<file path="src/rtl/ycc_pkg.sv">
package ycc_pkg;
  localparam int CH_W   = 8;
  localparam int COMP_W = 12;
  localparam int LO_W   = COMP_W - CH_W;
  typedef logic [COMP_W-1:0] comp_t;
endpackage

</file>
<file path="src/rtl/ycc_line_track.sv">
module ycc_line_track #(
  parameter int GUARD_LEN = 2
) (
  input  logic clk_i,
  input  logic rst_ni,
  input  logic vld_i,
  output logic pix_o,
  output logic odd_o
);
  localparam int CW = $clog2(GUARD_LEN + 2);

  logic [CW-1:0] gcnt_q;
  logic          odd_q;
  logic          in_guard;

  assign in_guard = gcnt_q < CW'(GUARD_LEN);
  assign pix_o    = vld_i & ~in_guard;
  assign odd_o    = odd_q;

  always_ff @(posedge clk_i or negedge rst_ni) begin
    if (!rst_ni) begin
      gcnt_q <= '0;
      odd_q  <= 1'b0;
    end else if (!vld_i) begin
      gcnt_q <= '0;
      odd_q  <= 1'b0;
    end else if (in_guard) begin
      gcnt_q <= gcnt_q + CW'(1);
    end else begin
      odd_q  <= ~odd_q;
    end
  end

  // a run always opens on the first-of-pair phase
  a_r4_phase_restart: assert property (@(posedge clk_i) disable iff (!rst_ni)
    !vld_i |=> !odd_o);
endmodule

</file>
<file path="src/rtl/ycc_range.sv">
module ycc_range #(
  parameter int W    = 12,
  parameter int FRAC = 10
) (
  input  logic [W-1:0] in_i,
  input  logic         en_i,
  output logic [W-1:0] out_o
);
  localparam int BLACK    = 16 << (W - 8);
  localparam int WHITE_IN = 239 << (W - 8);
  localparam int WHITE_FS = 255 << (W - 8);
  localparam int K        = ((255 << FRAC) + 111) / 223;
  localparam int HALF     = 1 << (FRAC - 1);
  localparam int MAXV     = (1 << W) - 1;
  localparam int PW       = W + FRAC + 2;

  logic [PW-1:0] prod;
  logic [PW-1:0] shifted;

  always_comb begin
    prod    = PW'(in_i - W'(BLACK)) * PW'(K) + PW'(HALF);
    shifted = prod >> FRAC;
    if (!en_i)                   out_o = in_i;
    else if (in_i < W'(BLACK))   out_o = '0;
    else if (shifted > PW'(MAXV)) out_o = W'(MAXV);
    else                         out_o = shifted[W-1:0];
  end

  always_comb begin
    if (en_i && in_i == W'(BLACK))
      a_r8_black: assert (out_o == '0);
    if (en_i && in_i == W'(WHITE_IN))
      a_r8_white: assert ((out_o >= W'(WHITE_FS - 1)) && (out_o <= W'(WHITE_FS + 1)));
  end
endmodule

</file>
<file path="src/rtl/ycc_pair.sv">
module ycc_pair
  import ycc_pkg::*;
(
  input  logic  clk_i,
  input  logic  rst_ni,
  input  logic  pix_i,
  input  logic  odd_i,
  input  comp_t y_i,
  input  comp_t c_i,
  output logic  vld_o,
  output logic  sec_o,
  output comp_t y_o,
  output comp_t cb_o,
  output comp_t cr_o
);
  comp_t y0_q, cb_q, y1_q;
  logic  pend_q;

  always_ff @(posedge clk_i or negedge rst_ni) begin
    if (!rst_ni) begin
      y0_q   <= '0;
      cb_q   <= '0;
      y1_q   <= '0;
      pend_q <= 1'b0;
      vld_o  <= 1'b0;
      sec_o  <= 1'b0;
      y_o    <= '0;
      cb_o   <= '0;
      cr_o   <= '0;
    end else begin
      if (pix_i && !odd_i) begin
        y0_q <= y_i;
        cb_q <= c_i;
      end
      if (pix_i && odd_i) begin
        // pair complete: first pixel now, second next cycle
        vld_o  <= 1'b1;
        sec_o  <= 1'b0;
        y_o    <= y0_q;
        cb_o   <= cb_q;
        cr_o   <= c_i;
        y1_q   <= y_i;
        pend_q <= 1'b1;
      end else if (pend_q) begin
        vld_o  <= 1'b1;
        sec_o  <= 1'b1;
        y_o    <= y1_q;
        pend_q <= 1'b0;
      end else begin
        vld_o  <= 1'b0;
        sec_o  <= 1'b0;
      end
    end
  end

  a_r5_chroma_shared: assert property (@(posedge clk_i) disable iff (!rst_ni)
    sec_o |-> ($past(vld_o) && !$past(sec_o) && $stable(cb_o) && $stable(cr_o)));

  a_r6_pair_back_to_back: assert property (@(posedge clk_i) disable iff (!rst_ni)
    (vld_o && !sec_o) |=> (vld_o && sec_o));
endmodule

</file>
<file path="src/rtl/ycc422_unpack.sv">
module ycc422_unpack
  import ycc_pkg::*;
#(
  parameter int GUARD_LEN = 2,
  parameter int FRAC      = 10
) (
  input  logic              clk_i,
  input  logic              rst_ni,
  input  logic              vld_i,
  input  logic [CH_W-1:0]   ch0_i,
  input  logic [CH_W-1:0]   ch1_i,
  input  logic [CH_W-1:0]   ch2_i,
  input  logic              hs_i,
  input  logic              vs_i,
  input  logic              expand_i,
  output logic              vld_o,
  output logic [COMP_W-1:0] y_o,
  output logic [COMP_W-1:0] cb_o,
  output logic [COMP_W-1:0] cr_o,
  output logic              hs_o,
  output logic              vs_o
);
  localparam int LAT = 2;

  logic  pix, odd, sec;
  comp_t raw [2];
  comp_t cooked [2];

  assign raw[0] = {ch0_i, ch1_i[LO_W-1:0]};
  assign raw[1] = {ch2_i, ch1_i[CH_W-1 -: LO_W]};

  ycc_line_track #(.GUARD_LEN(GUARD_LEN)) u_track (
    .clk_i (clk_i),
    .rst_ni(rst_ni),
    .vld_i (vld_i),
    .pix_o (pix),
    .odd_o (odd)
  );

  for (genvar g = 0; g < 2; g++) begin : g_rng
    ycc_range #(.W(COMP_W), .FRAC(FRAC)) u_rng (
      .in_i (raw[g]),
      .en_i (expand_i),
      .out_o(cooked[g])
    );
  end

  ycc_pair u_pair (
    .clk_i (clk_i),
    .rst_ni(rst_ni),
    .pix_i (pix),
    .odd_i (odd),
    .y_i   (cooked[0]),
    .c_i   (cooked[1]),
    .vld_o (vld_o),
    .sec_o (sec),
    .y_o   (y_o),
    .cb_o  (cb_o),
    .cr_o  (cr_o)
  );

  logic [LAT-1:0] hs_sr, vs_sr;

  always_ff @(posedge clk_i or negedge rst_ni) begin
    if (!rst_ni) begin
      hs_sr <= '0;
      vs_sr <= '0;
    end else begin
      hs_sr <= {hs_sr[LAT-2:0], hs_i};
      vs_sr <= {vs_sr[LAT-2:0], vs_i};
    end
  end

  assign hs_o = hs_sr[LAT-1];
  assign vs_o = vs_sr[LAT-1];

  // checker-only warm-up count so $past never reaches before reset release
  logic [1:0] warm_q;
  always_ff @(posedge clk_i or negedge rst_ni) begin
    if (!rst_ni)              warm_q <= '0;
    else if (warm_q != 2'd2)  warm_q <= warm_q + 2'd1;
  end

  a_r7_sync_delay: assert property (@(posedge clk_i) disable iff (!rst_ni)
    (warm_q == 2'd2) |-> (hs_o == $past(hs_i, 2) && vs_o == $past(vs_i, 2)));

  a_r3_guard_quiet: assert property (@(posedge clk_i) disable iff (!rst_ni)
    $rose(vld_i) |=> !vld_o ##1 !vld_o);

  a_r6_sec_follows: assert property (@(posedge clk_i) disable iff (!rst_ni)
    sec |-> $past(vld_o));
endmodule

</file>
<file path="config.mk">
export PLATFORM = sky130hd
export DESIGN_NAME = ycc422_unpack
export DESIGN_NICKNAME = d
export VERILOG_FILES = /design/src/rtl/ycc_pkg.sv /design/src/rtl/ycc_line_track.sv /design/src/rtl/ycc_range.sv /design/src/rtl/ycc_pair.sv /design/src/rtl/ycc422_unpack.sv
export SDC_FILE = /design/constraint.sdc
export NUM_CORES = 1
export LEC_CHECK = 0
export ABC_AREA = 1
export BUFFER_PORTS_ARGS = -buffer_cell sky130_fd_sc_hd__clkbuf_2
export CAP_MARGIN = 20
export CORE_ASPECT_RATIO = 1.2
export CORE_MARGIN = 4
export CORE_UTILIZATION = 60
export DETAILED_ROUTE_END_ITERATION = 8
export GPL_ROUTABILITY_DRIVEN = 0
export PLACE_DENSITY = 0.86
export SETUP_SLACK_MARGIN = 0.1
export SYNTH_ARGS = -nofsm -noshare
export SYNTH_HDL_FRONTEND = slang
export SYNTH_SLANG_ARGS = --single-unit
export TNS_END_PERCENT = 1
</file>
<file path="constraint.sdc">
create_clock -name clk_i -period 2.1 [get_ports clk_i]
set_clock_uncertainty 0.1 [all_clocks]
set_input_delay 0.315 -clock clk_i [delete_from_list [all_inputs] [get_ports clk_i]]
set_output_delay 0.315 -clock clk_i [all_outputs]
set_load 0.03 [all_outputs]
</file>
# == Yosys cells after proc, flatten, opt, wreduce, memory -nomap -nowiden ==
# Index checks and enable logic that the tools add are counted.
# totals
regBits,81
input_bits,30
elab_cells,48
# op_classes
add_sub_neg,5
multipliers,2
magnitude_cmp,5
n_eq_ne,2
n_mux,15
n_bitwise,3
reduce_logical,4
# ops
op,count
$mux 12,8
$add 24x10->24 const B,2
$mul 24x11->24 const B,2
$gt 14x12->1 const B,2
$sub 12x9->13 const B,2
$lt 12x9->1 const B,2
$mux 1,5
$mux 2,2
$add 2x1->2 const B,1
$logic_and 1x1->1,2
$lt 2x2->1 const B,1
$ne 2x1->1 const B,1
$ne 2x2->1 const B,1
$not 1->1,2
$reduce_bool 2->1,1
$and 1x1->1,1
$logic_not 1->1,1

# == Depth between registers and ports, before layout ==
# logic_depth
depth_word,7
mapped_depth,28

# == Modules after synthesis ==
# A second synthesis with hierarchy kept.
# hier_totals
cells_unflattened,1228
area_unflattened_um2,9270.1
# by_module_without_submodules
mod,instances,cells_each,area_each_um2,seq_area_each_um2
ycc_range at g_rng[0].u_rng,1,451,3074.2,0.0
ycc_range at g_rng[1].u_rng,1,452,3039.2,0.0
ycc_pair,1,305,2930.3,1876.8
ycc_line_track,1,16,126.4,75.1
ycc422_unpack,1,4,100.1,100.1

# == Worst setup path after synthesis ==
# Ideal clock, no wire load.
# synth_path
kind,input to register
start,input ch2_i[4]
end,register u_pair.cb_q[4]
setup_ns,0.129
t_arrival_ns,4.478
path_slack_ns,-2.607
path_stages,28
cell_sequence,inv_1 ha_1 nand3_2 inv_1 ha_1 ha_1 fa_1 inv_1 fa_1 inv_1 ha_1 nand2_1 inv_1 nand2_1 nand2_1 inv_1 nand2_1 nand2_1 nand3_1 nand2_1 nand2_1 nor2_2 buf_6 nand2_1 nand2_1 nand2_1 nand2_1 o21ai_1
# synth_between
elab_chain_len,7
elab_cells_between_ends,8
# synth_rtl
item,line,rtl
from (decl),ycc422_unpack.sv:12,"input logic [CH_W-1:0] ch2_i,"
$sub 12x9->13,ycc_range.sv:21,prod = PW'(in_i - W'(BLACK)) * PW'(K) + PW'(HALF);
$mul 24x11->24,ycc_range.sv:21,
$add 24x10->24,ycc_range.sv:21,
$gt 14x12->1,ycc_range.sv:25,else if (shifted > PW'(MAXV)) out_o = W'(MAXV);
$mux 12,ycc_range.sv:25,
$mux 12 (*),ycc_range.sv:24,else if (in_i < W'(BLACK)) out_o = '0;
$mux 12 (*),ycc_range.sv:23,if (!en_i) out_o = in_i;
to (signal assigned),ycc_pair.sv:33,cb_q <= c_i;
to (decl),ycc_pair.sv:16,"comp_t y0_q, cb_q, y1_q;"
# Mark *: on every way between the ends. The rest lies on a longest branch, timed or not.
# A chain may end at the register's enable or synchronous reset.

# == Final worst setup path ==
# layout_path
start,input ch0_i[4]
end,register u_pair.y0_q[11]
# layout_between
elab_chain_len,7
elab_cells_between_ends,8
# layout_rtl
item,line,rtl
from (decl),ycc422_unpack.sv:10,"input logic [CH_W-1:0] ch0_i,"
$sub 12x9->13,ycc_range.sv:21,
$mul 24x11->24,ycc_range.sv:21,
$add 24x10->24,ycc_range.sv:21,
$gt 14x12->1,ycc_range.sv:25,
$mux 12,ycc_range.sv:25,
$mux 12 (*),ycc_range.sv:24,
$mux 12 (*),ycc_range.sv:23,
to (signal assigned),ycc_pair.sv:32,y0_q <= y_i;
to (decl),ycc_pair.sv:16,
# Marks and branches as above.

==> flow_summary.toml <==
[status]
outcome = "finished with violations"
failing_checks = "negative setup slack"

[logic_synthesis]
postSynth.asyncResetShare_pct = 100
postSynth.topFlopCell = "dfrtp_1"
synth_cells = 1288
synth_cell_types = 34
synth_fp_nets = 1506
area_share_of_the_leading_cell_type_in_the_synthesized_netlist_pct = 21.9
synth_most_common_cell = "nand2_1"
postSynthRegisterBits = 81
synth.cell_area_mm2 = 0.00925
ys_top_cells_by_count = "nand2_1 (461), inv_1 (254), ha_1 (136)"
synth_edf_count = 0
synth_sequential_area_ratio_pct = 21.9
synth_area_leader_cell = "dfrtp_1"
post_synth_main_area_contributors = "dfrtp_1 (22%), nand2_1 (19%), ha_1 (18%), fa_1 (11%), inv_1 (10%)"
ys.warnings.count = 0
synth_area_per_cell_um2 = 7.18

[cells_and_area]
design.final.nets = 1794
syn_to_final_growth_pct = 39.7
drive_above_1_share_pct = 33.5
antenna_cells_inserted = 0
postLayoutCoreUtil_pct = 85.7
final-instance-count-excl-fill = 1785

[floorplanning]
i_o_pins = 69
die-area_mm2 = 0.0175
die_height_um = 144
fp.dieW_um = 121
core_region_area_mm2 = 0.0151
placement_rows = 49
initial_core_util_pct = 61.4

[worst_setup_path]
critical-path-slowest-cell = "a21oi_1"
cp-end-kind = "flip-flop"
worstReg2RegEnd = "u_pair.cb_q[6]"
timing.critical_path.from = "ch0_i[4]"
worstPathBufferInverterCount = 7
worstRegToRegCells = 5
path_common_cell = "nand2_1"
setup.reg_to_reg.worst_slack_ns = 0.28
crit_type = "primary input to flip-flop"
crit_path_start_kind = "primary input"
timing.critical_path.required_ns = 2.23
largest_delay_contributor_family_on_the_critical_path = "adder cells"
critical_path.max_stage_delay_ns = 0.61
timing.rr.start = "u_track.gcnt_q[1]"
crit_arrival_ns = 4.72
path_max_fanout = 4

[worst_hold_path]
hold_class = "primary input to flip-flop"
holdCritStartpoint = "vld_i"
hold-path-endpoint = "u_track.gcnt_q[1]"
hold_depth = 2

[sta]
final.setup.tns_ns = -107.49
grt_setup_unrepaired = "yes"
timing.final.hold_violations = 0
tightest_slew_ns = 0.748
slew_headroom_pct = 50.1
drv_slew = 0
fin_ws_ns = -2.49
setup_violations = 48
min_period_over_period_pct = 219
finalWorstPathRequiredPeriod_ns = 4.59
clock.fmax_ghz = 0.218

[cts]
tritoncts_num_sinks = 81
cts_root_buffer = "clkbuf_16"
clk_pin_slew_worst_paths_ns = 0.06
clk_latency_ns = 0.35
cts_inserted_buffers = 9
max-clock-path-buffers = 2
cts_tree = "done"
cts_max_level = 3

[routing]
via_per_instance_ratio = 5.92
ant_nets = 0
via_count = 10600
post-route-drc-count = 0
detailedRoute.firstIterationViolations = 1158
wire_per_inst_um = 19.9
wirelength_um = 35600
drt-pass1-iter-count = 8

[place]
dp_hpwl_um = 21600
place_inst = 1733
portBuffers = 68

[global_route]
grt_first_pass_wirelength_um = 49400
global_route.usage.total_pct = 35.5
grt_max_degree = 40
antenna_found_initial = 0
globalRouteOverflowTotal = 0
first_global_vias = 10600

[power]
power_per_cell_area_mw_per_mm2 = 1430
switching_share_pct = 49.9
irDropWorstVdd_uv = 886
power_frac_seq_pct = 14.1
internal-power_mw = 9.27
power.share.clock_pct = 8.0
cellLeakagePower_nw = 7.20
power.share.combinational_pct = 77.9
p_sw_mw = 9.24

[flow_run]
timing.max_cap.violations = 0
-- per-stage QoR --
stage	hold slack, ns	setup WS, ns	instance area [um^2]	total power, mW
after floorplan	-0.0806	-1.95	9720	9.56
after global placement	0.210	-2.28	11700	13.3
after detailed placement	0.212	-2.47	11700	13.7
after CTS	0.133	-2.05	12400	16.2
after global routing	0.167	-2.60	12900	19.4
final	0.164	-2.49	12900	18.5
-- kinds of logic after synthesis --
family,count (synthesis),share of synthesized area (%)
AOI/OAI and AO/OA,98,6.41
and+or+nand+nor,603,26.7
xor gates and xnor gates,37,3.50
DFF,81,21.9
buffers and inverters,279,11.6
muxes,2,0.243
adders and majority gates,188,29.6
-- state kept, by name, summed over array words and instances, names as in the netlist --
name and count:
u_track.gcnt_q 2, u_pair.y_o 12, u_pair.cb_o 12, u_pair.pend_q 1, u_track.odd_o 1, u_pair.cr_o 12, u_pair.vld_o 1, u_pair.cb_q 12
vs_sr 2, u_pair.y0_q 12, hs_sr 2, u_pair.y1_q 12
-- cell usage in the layout (no fill, tap or decap), types with 20 or more instances in the layout --
cell      instances
fa_1             52
ha_4             42
nor2_1           44
inv_1           232
inv_2            20
a21oi_1          28
nand2_2          67
nand2_1         399
buf_4           219
dfrtp_1          81
clkbuf_2         64
ha_1             93
nand3_1          27
-- power by group through the flow --
stage	combinational [mW]	sequential [mW]	clock, mW
6_report	14.4	2.61	1.48
5_1_grt	15.3	2.65	1.53
4_1_cts	12.2	2.57	1.45
3_5_place_dp	11.2	2.56	0
3_3_place_gp	10.7	2.54	0
2_1_floorplan	6.46	3.11	0
-- area by class of cell --
cell class                      instances  area [um^2]
Clock buffer                           12          246
Clock inverter                          4         27.5
Fill cell                             754         2160
Inverter                              259          995
Multi-Input combinational cell        928         7200
Sequential cell                        81         2030
Tap cell                              204          255
Timing Repair Buffer                  297         2170
-- how the worst max path moves through the flow --
stage                            endpoint  slack (ns)  cells after the start
after floorplan            u_pair.cb_q[4]       -1.95                     28
after global placement    u_pair.y0_q[11]       -2.28                     25
after detailed placement  u_pair.y0_q[11]       -2.47                     25
after CTS                  u_pair.cb_q[6]       -2.05                     30
after global routing      u_pair.y0_q[11]       -2.60                     25
final                     u_pair.y0_q[11]       -2.49                     25
-- layer usage --
| layer | part of all wire [%] | wire (um) | GRT usage, % | vias to the layer above |
|---|---|---|---|---|
| li1 | - | - | - | 4509 |
| met1 | 31 | 11100 | 37.0 | 4850 |
| met2 | 49 | 17500 | 66.1 | 818 |
| met3 | 8.6 | 3050 | 5.28 | 386 |
| met4 | 11 | 3930 | 22.8 | 0 |
| met5 | 0 | 0 | 0 | - |
-- repair_timing --
item                       CTS  global route
pin swaps                   30            46
hold endpoints to repair    38             0
hold buffers                 3             0
setup endpoints to repair   48            48
cloned                       2             0
gates resized for setup     45           102
buffers inserted            20            11
Note: power is estimated with default switching activity, not from simulation.
